`src/rtl/i2cc_pkg.sv`:
```
package i2cc_pkg;
    localparam int LINE_SCL  = 0;
    localparam int LINE_SDA  = 1;
    localparam int NUM_LINES = 2;

    typedef struct packed {
        logic start;
        logic stop;
        logic rise;
        logic fall;
    } bus_evt_t;
endpackage

```
`src/rtl/i2cc_sync2.sv`:
```
module i2cc_sync2 #(
    parameter int W = 2
) (
    input  logic         clk,
    input  logic         rst_n,
    input  logic [W-1:0] async_i,
    output logic [W-1:0] sync_o
);
    typedef struct packed {
        logic [W-1:0] s1;
        logic [W-1:0] s2;
    } sync_st_t;

    sync_st_t st_d, st_q;

    always_comb begin
        st_d    = st_q;
        st_d.s1 = async_i;
        st_d.s2 = st_q.s1;
    end

    always_ff @(posedge clk or negedge rst_n) begin
        if (!rst_n) begin
            st_q.s1 <= '1;
            st_q.s2 <= '1;
        end else begin
            st_q <= st_d;
        end
    end

    assign sync_o = st_q.s2;
endmodule

```
`src/rtl/i2cc_deglitch.sv`:
```
module i2cc_deglitch #(
    parameter int GLITCH_CYCLES = 6
) (
    input  logic clk,
    input  logic rst_n,
    input  logic line_i,
    output logic level_o
);
    localparam int CW = $clog2(GLITCH_CYCLES + 1);

    typedef struct packed {
        logic          lvl;
        logic [CW-1:0] cnt;
    } flt_st_t;

    flt_st_t st_d, st_q;

    always_comb begin
        st_d = st_q;
        if (line_i != st_q.lvl) begin
            if (st_q.cnt == CW'(GLITCH_CYCLES - 1)) begin
                st_d.lvl = line_i;
                st_d.cnt = '0;
            end else begin
                st_d.cnt = st_q.cnt + 1'b1;
            end
        end else begin
            st_d.cnt = '0;
        end
    end

    always_ff @(posedge clk or negedge rst_n) begin
        if (!rst_n) begin
            st_q.lvl <= 1'b1;
            st_q.cnt <= '0;
        end else begin
            st_q <= st_d;
        end
    end

    assign level_o = st_q.lvl;
endmodule

```
`src/rtl/i2cc_event_det.sv`:
```
module i2cc_event_det
    import i2cc_pkg::*;
(
    input  logic     clk,
    input  logic     rst_n,
    input  logic     scl_lvl_i,
    input  logic     sda_lvl_i,
    output bus_evt_t evt_o,
    output logic     busy_o
);
    typedef struct packed {
        logic scl_p;
        logic sda_p;
        logic busy;
    } det_st_t;

    det_st_t  st_d, st_q;
    bus_evt_t evt;

    always_comb begin
        evt.start = st_q.scl_p & scl_lvl_i & st_q.sda_p & ~sda_lvl_i;
        evt.stop  = st_q.scl_p & scl_lvl_i & ~st_q.sda_p & sda_lvl_i;
        evt.rise  = ~st_q.scl_p & scl_lvl_i;
        evt.fall  = st_q.scl_p & ~scl_lvl_i;

        st_d       = st_q;
        st_d.scl_p = scl_lvl_i;
        st_d.sda_p = sda_lvl_i;
        if (evt.start) begin
            st_d.busy = 1'b1;
        end else if (evt.stop) begin
            st_d.busy = 1'b0;
        end
    end

    always_ff @(posedge clk or negedge rst_n) begin
        if (!rst_n) begin
            st_q.scl_p <= 1'b1;
            st_q.sda_p <= 1'b1;
            st_q.busy  <= 1'b0;
        end else begin
            st_q <= st_d;
        end
    end

    assign evt_o  = evt;
    assign busy_o = st_q.busy;
endmodule

```
`src/rtl/i2cc_sda_hold.sv`:
```
module i2cc_sda_hold #(
    parameter int SDA_HOLD_CYCLES = 30
) (
    input  logic clk,
    input  logic rst_n,
    input  logic scl_lvl_i,
    input  logic scl_fall_i,
    input  logic low_req_i,
    output logic pull_o
);
    localparam int HW = $clog2(SDA_HOLD_CYCLES + 2);

    typedef struct packed {
        logic          pull;
        logic [HW-1:0] cnt;
    } hold_st_t;

    hold_st_t st_d, st_q;
    logic     may_move;

    always_comb begin
        st_d = st_q;
        if (scl_fall_i) begin
            st_d.cnt = HW'(SDA_HOLD_CYCLES);
        end else if (st_q.cnt != '0) begin
            st_d.cnt = st_q.cnt - 1'b1;
        end

        may_move = ~scl_lvl_i & ~scl_fall_i & (st_q.cnt == '0);
        if (may_move) begin
            st_d.pull = low_req_i;
        end
    end

    always_ff @(posedge clk or negedge rst_n) begin
        if (!rst_n) begin
            st_q.pull <= 1'b0;
            st_q.cnt  <= '0;
        end else begin
            st_q <= st_d;
        end
    end

    assign pull_o = st_q.pull;
endmodule

```
`src/rtl/i2c_line_conditioner.sv`:
```
module i2c_line_conditioner
    import i2cc_pkg::*;
#(
    parameter int GLITCH_CYCLES   = 6,
    parameter int SDA_HOLD_CYCLES = 30
) (
    input  logic clk,
    input  logic rst_n,
    input  logic scl_i,
    input  logic sda_i,
    input  logic tx_low_req_i,
    output logic scl_filt_o,
    output logic sda_filt_o,
    output logic start_o,
    output logic stop_o,
    output logic scl_rise_o,
    output logic scl_fall_o,
    output logic busy_o,
    output logic sda_pull_o
);
    logic [NUM_LINES-1:0] raw_vec;
    logic [NUM_LINES-1:0] sync_vec;
    logic [NUM_LINES-1:0] filt_vec;
    bus_evt_t             evt;

    assign raw_vec[LINE_SCL] = scl_i;
    assign raw_vec[LINE_SDA] = sda_i;

    i2cc_sync2 #(.W(NUM_LINES)) u_sync (
        .clk     (clk),
        .rst_n   (rst_n),
        .async_i (raw_vec),
        .sync_o  (sync_vec)
    );

    for (genvar g = 0; g < NUM_LINES; g++) begin : g_line
        i2cc_deglitch #(.GLITCH_CYCLES(GLITCH_CYCLES)) u_flt (
            .clk     (clk),
            .rst_n   (rst_n),
            .line_i  (sync_vec[g]),
            .level_o (filt_vec[g])
        );
    end

    i2cc_event_det u_det (
        .clk       (clk),
        .rst_n     (rst_n),
        .scl_lvl_i (filt_vec[LINE_SCL]),
        .sda_lvl_i (filt_vec[LINE_SDA]),
        .evt_o     (evt),
        .busy_o    (busy_o)
    );

    i2cc_sda_hold #(.SDA_HOLD_CYCLES(SDA_HOLD_CYCLES)) u_hold (
        .clk        (clk),
        .rst_n      (rst_n),
        .scl_lvl_i  (filt_vec[LINE_SCL]),
        .scl_fall_i (evt.fall),
        .low_req_i  (tx_low_req_i),
        .pull_o     (sda_pull_o)
    );

    assign scl_filt_o = filt_vec[LINE_SCL];
    assign sda_filt_o = filt_vec[LINE_SDA];
    assign start_o    = evt.start;
    assign stop_o     = evt.stop;
    assign scl_rise_o = evt.rise;
    assign scl_fall_o = evt.fall;
endmodule

```
`config.mk`:
```
export PLATFORM = sky130hd
export DESIGN_NAME = i2c_line_conditioner
export DESIGN_NICKNAME = d
export VERILOG_FILES = /design/src/rtl/i2cc_pkg.sv /design/src/rtl/i2cc_sync2.sv /design/src/rtl/i2cc_deglitch.sv /design/src/rtl/i2cc_event_det.sv /design/src/rtl/i2cc_sda_hold.sv /design/src/rtl/i2c_line_conditioner.sv
export SDC_FILE = /design/constraint.sdc
export NUM_CORES = 1
export LEC_CHECK = 0
export BUFFER_PORTS_ARGS = -buffer_cell sky130_fd_sc_hd__buf_4
export CELL_PAD_IN_SITES_DETAIL_PLACEMENT = 1
export CELL_PAD_IN_SITES_GLOBAL_PLACEMENT = 1
export CORE_UTILIZATION = 40
export CTS_CLUSTER_SIZE = 20
export DETAILED_ROUTE_END_ITERATION = 10
export PLACE_DENSITY_LB_ADDON = 0.15
export RECOVER_POWER = 25
export SETUP_SLACK_MARGIN = 0.4
export SLEW_MARGIN = 40
export SYNTH_ARGS = -nofsm -noshare
export SYNTH_HDL_FRONTEND = slang
export SYNTH_SLANG_ARGS = --single-unit
```
`constraint.sdc`:
```
create_clock -name clk -period 2.45 [get_ports clk]
set_input_delay 0.245 -clock clk [delete_from_list [all_inputs] [get_ports clk]]
set_output_delay 0.245 -clock clk [all_outputs]
set_load 0.005 [all_outputs]
```
### After elaboration in Yosys (flattened, before gate mapping)

Cells that the tools add are included.

* $add $sub $neg: 3
* equality and inequality tests: 4
* multiplexer cells: 8
* bitwise logic cells: 14
* reduce and logical (&&, ||, !) cells: 6

Operators with widths (count)
* 3-bit two-way mux: 4
* 5-bit two-way mux: 2
* 1-bit AND: 9
* 3-bit by 1-bit adder with 3-bit output (second input constant): 2
* 3-bit == test (second input constant): 2
* 5-bit logical NOT: 1
* 1-bit NOT: 5
* 5-bit nonzero test: 1
* 5-bit by 1-bit subtractor with 5-bit output (second input constant): 1
* 2-bit AND reduction: 2
* 2-bit nonzero test: 2
* 1-bit two-way mux: 2
* 1-bit inequality test: 2

* register bits after elaboration: 21

### Logic depth before layout (Yosys ltp)

* depth after elaboration: 5
* mapped depth: 5
* depth with buffers taken out: 5

### Modules after synthesis

A second synthesis with hierarchy kept.

* cell total of the unflattened synthesis: 70
* area, all modules: 889.6 µm²

Modules (own cells, without submodules)
* i2cc_deglitch: times used 2, cells each 14, area each 171.4 µm², sequential area each 101.3 µm²
* i2cc_sda_hold: times used 1, cells each 26, area each 300.3 µm², sequential area each 150.1 µm²
* i2cc_event_det: times used 1, cells each 12, area each 141.4 µm², sequential area each 77.6 µm²
* i2cc_sync2: times used 1, cells each 4, area each 105.1 µm², sequential area each 105.1 µm²

### Worst setup path after synthesis

No wires, ideal clock.

* path type: reg2reg
* start point: register u_hold.st_q[0] (netlist name)
* end point: register u_hold.st_q (netlist bit u_hold.pull_o)
* arrival time: 1.542 ns
* required time: 2.325 ns
* path slack: 0.783 ns
* cell stages (with the launch flop): 6
* buffers on the path: 0
* clock period less this slack: 1.667 ns
* cells stage by stage: dfrtp_1 -> inv_1 -> ha_1 -> or4b_4 -> nor3_2 -> mux2_2

* word-level cells in the longest chain between the ends: 2

RTL lines
* from (decl): line i2cc_sda_hold.sv:18 `hold_st_t st_d, st_q;`
* from (signal assigned): line i2cc_sda_hold.sv:40 `st_q <= st_d;`
* 5-bit logical NOT: line i2cc_sda_hold.sv:29 `may_move = ~scl_lvl_i & ~scl_fall_i & (st_q.cnt == '0);`
* 1-bit AND: line i2cc_sda_hold.sv:29

No other way between the ends.
A chain may end at the register's enable or synchronous reset.

### Worst setup path after layout

Same ends and word-level chain as after synthesis.

==> run_summary.xml <==
<?xml version="1.0" encoding="UTF-8"?>
<metrics>
  <group name="status">
    <metric name="outcome" unit="">finished, final reports clean</metric>
  </group>
  <group name="finish">
    <metric name="fin_nets" unit="">97</metric>
    <metric name="mostFrequentLayoutCell" unit="">dfrtp_1</metric>
    <metric name="multiInputGateArea" unit="um2">302</metric>
    <metric name="regArea" unit="um2">536</metric>
    <metric name="final_cell_mix" unit="">13 x dfrtp_1, 9 x nor2_1, 9 x buf_4, 8 x dfstp_2, 7 x inv_1</metric>
    <metric name="antenna-diode-count" unit="">0</metric>
    <metric name="finalNonFillerCells" unit="">117</metric>
    <metric name="filler_cell_count" unit="">229</metric>
    <metric name="layout-area-overhead-vs-synth" unit="%">18.3</metric>
    <metric name="drive_above_1_share" unit="%">33.3</metric>
  </group>
  <group name="setup_path">
    <metric name="type_of_the_worst_setup_path" unit="">reg -&gt; reg</metric>
    <metric name="critical_path_required" unit="ns">2.66</metric>
    <metric name="timing.critical_path.to_type" unit="">flop</metric>
    <metric name="critical_path_arrival" unit="ns">2.00</metric>
    <metric name="crit_path_max_incr_delay" unit="ns">0.52</metric>
    <metric name="critical_path.slowest_cell" unit="">or4b_4</metric>
    <metric name="crit_path_cell_trace" unit="">inv_1 -&gt; ha_1 -&gt; or4b_4 -&gt; nor3_2 -&gt; mux2_2</metric>
    <metric name="critical_path_peak_fanout" unit="">4</metric>
    <metric name="r2r_start" unit="">u_hold.st_q[0]</metric>
    <metric name="setup.worst_path.start" unit="">u_hold.st_q[0]</metric>
    <metric name="worstSetupStartpointType" unit="">flop</metric>
  </group>
  <group name="clock_network">
    <metric name="worst_skew_pair.late_latency" unit="ns">0.31</metric>
    <metric name="tritoncts_num_sinks" unit="">21</metric>
    <metric name="cts_max_path_buffers" unit="">2</metric>
    <metric name="root_buffer" unit="">clkbuf_4</metric>
    <metric name="clkTransAtPathRegs" unit="ns">0.12</metric>
    <metric name="cts.htree.levels" unit="">1</metric>
    <metric name="cts-buffers-inserted" unit="">3</metric>
    <metric name="clock_tree_from_tritoncts" unit="">done</metric>
  </group>
  <group name="timing">
    <metric name="tns" unit="ns">0</metric>
    <metric name="setup_viol" unit="">0</metric>
    <metric name="maxClockFrequency" unit="MHz">557</metric>
    <metric name="clock-skew-final" unit="ns">0.00582</metric>
    <metric name="tightest_slew" unit="ns">1.12</metric>
    <metric name="period_needed" unit="ns">1.79</metric>
    <metric name="timing.final.crit_share" unit="%">73.2</metric>
    <metric name="finalMaxSlewViolations" unit="">0</metric>
    <metric name="rsz0062_at_grt" unit="">false</metric>
    <metric name="timing_hold_violations_final" unit="">0</metric>
    <metric name="timing.slew.headroom" unit="%">25.3</metric>
  </group>
  <group name="detailed_routing">
    <metric name="routed-via-count" unit="">586</metric>
    <metric name="wl_per_cell" unit="um">13.4</metric>
    <metric name="antenna_violating_nets_post_route" unit="">0</metric>
    <metric name="detail_route.vias_per_cell" unit="">5.01</metric>
    <metric name="finalWirelength" unit="mm">1.57</metric>
    <metric name="first_iter_violations" unit="">1</metric>
    <metric name="firstDrtPassIters" unit="">3</metric>
    <metric name="post_detailed_route_drc_marker_count" unit="">0</metric>
  </group>
  <group name="floorplanning">
    <metric name="row_count" unit="">16</metric>
    <metric name="vertical_die_dimension" unit="um">48.5</metric>
    <metric name="starting_density_of_the_core" unit="%">43.1</metric>
    <metric name="die_w" unit="um">48.5</metric>
    <metric name="pin_count" unit="">13</metric>
    <metric name="die_area" unit="um2">2350</metric>
    <metric name="fp.coreArea" unit="um2">2000</metric>
  </group>
  <group name="power">
    <metric name="power.density_cell_area" unit="nW/um2">1100</metric>
    <metric name="static-leakage-power" unit="nW">0.461</metric>
    <metric name="max-vdd-ir-drop" unit="V">0.000508</metric>
  </group>
  <group name="synth">
    <metric name="synthDominantAreaCellType" unit="">dfrtp_1</metric>
    <metric name="synth_seq_cells" unit="">21</metric>
    <metric name="synthTopCellsByArea" unit="">dfrtp_1 38%, dfstp_2 24%, nor2_1 3.9%</metric>
    <metric name="synthesis.yosys.warnings" unit="">0</metric>
    <metric name="post_synth_inst_count" unit="">73</metric>
    <metric name="synth.net_count" unit="">79</metric>
    <metric name="post_synth_num_cell_types" unit="">23</metric>
    <metric name="synth_area_per_cell" unit="um2">11.8</metric>
    <metric name="synthDominantCellAreaShare" unit="%">37.7</metric>
    <metric name="post_synth_instance_area" unit="um2">863</metric>
    <metric name="proportion_of_synthesized_chip_area_in_sequential_cells" unit="%">62.0</metric>
  </group>
  <group name="global_route">
    <metric name="globalRouteOverflowTotal" unit="">0</metric>
    <metric name="first_pass_grt_wire_length" unit="mm">2.74</metric>
    <metric name="antenna_found_initial" unit="">0</metric>
    <metric name="grtUsageTotal" unit="%">15.9</metric>
    <metric name="pin_count_of_the_biggest_net_entering_global_routing" unit="">22</metric>
    <metric name="via_count_of_the_first_global_routing_pass" unit="">612</metric>
  </group>
  <group name="placement">
    <metric name="dp.cells" unit="">112</metric>
    <metric name="post-dp-hpwl" unit="mm">1.14</metric>
    <metric name="place.gp.congestion" unit="">0.676</metric>
    <metric name="port_buffers" unit="">12</metric>
  </group>
  <group name="job">
    <metric name="drv.max_cap_violation_count" unit="">0</metric>
  </group>
  <group name="worst_hold_path">
    <metric name="type_of_the_most_critical_hold_path" unit="">in -&gt; reg</metric>
    <metric name="min-delay-start" unit="">scl_i</metric>
  </group>
</metrics>
==> critical path, delay by kind of cell, from the launching register on <==
kind          cells  cell delay, ns
simple gates      2            0.66
mux               1            0.34
buf+inv           1            0.07
flops             1            0.42
fa+ha+maj         1            0.21
==> metal layers <==
layer	global-route usage [%]	vias up	share of wire, %
met5	0	-	0
met4	5.88	0	1.5
met3	5.66	5	3.8
met2	29.8	8	55
met1	16.1	297	40
li1	-	276	-
==> final timing paths <==
| check | endpoint | slack (ns) | depth (start not counted) |
|---|---|---|---|
| max | u_hold.pull_o | 0.66 | 5 |
| min reg2reg | u_sync.sync_o[0] | 0.36 | 0 |
| max reg2reg | u_hold.pull_o | 0.66 | 5 |
| min | u_sync.st_d[0] | 0.03 | 1 |
| max in group asynchronous | g_line[1].u_flt.st_q[0] | 1.11 | 2 |
| min in group asynchronous | u_hold.pull_o | 0.68 | 2 |
==> registers in the layout, indices dropped and copies added, names as in the netlist <==
| name | count |
|---|---|
| u_sync.sync_o | 2 |
| u_sync.st_d | 2 |
| u_det.st_q | 2 |
| u_det.busy_o | 1 |
| g_line.u_flt.st_q | 6 |
| u_hold.st_q | 5 |
| g_line.u_flt.level_o | 2 |
| u_hold.pull_o | 1 |
==> Yosys cell counts <==
cell type / count
a21oi_1: 5
nand2_1: 2
o21ai_1: 1
or3_1: 1
a211o_2: 1
nor2b_1: 2
nor3_1: 1
inv_1: 7
nand2b_1: 2
and3b_1: 2
nor3b_1: 4
o21ai_0: 2
nor3_2: 1
mux2_2: 3
ha_1: 1
and2_2: 1
o21bai_1: 1
or4b_4: 1
nor2_1: 9
xnor2_1: 3
nand3b_1: 2
dfstp_2: 8
dfrtp_1: 13
==> cell type report <==
cell class,instances,share of cell area (%)
clock buffers,3,2.21
clock inverters,1,0.490
inverters,7,2.57
multi-input cells,45,29.5
flip-flops and latches,21,52.5
well taps,27,3.31
repair buffers,13,9.44
==> per-stage QoR <==
step,area [um2],setup WS [ns],hold slack [ns],utilization [%],power [mW]
6_report,1020,0.656,0.0317,51.0,1.12
5_1_grt,1020,0.564,0.00565,51.0,1.21
4_1_cts,1020,0.662,0.0182,51.2,1.14
3_5_place_dp,987,0.673,0.142,49.3,0.965
3_3_place_gp,987,0.737,0.142,49.3,0.939
2_1_floorplan,863,0.783,-0.0506,-,0.820
==> repair_timing <==
item	4_1_cts	5_1_grt
buffers inserted	0	0
gates resized for setup	0	0
hold endpoints to repair	13	0
hold buffers	1	0
==> logic make-up after synthesis <==
group | share of synthesized area [%]
mux | 3.91
fa+ha+maj | 1.45
simple gates | 19.9
compound gates | 6.67
flops | 62.0
xor+xnor | 3.04
buf+inv | 3.04
==> power breakdown <==
| part | internal, mW | switching (mW) | leakage (nW) |
|---|---|---|---|
| sequential | 0.486 | 0.118 | 0.244 |
| combinational | 0.196 | 0.156 | 0.199 |
| clock | 0.0610 | 0.105 | 0.0177 |
Note: power is estimated with default switching activity, not from simulation.
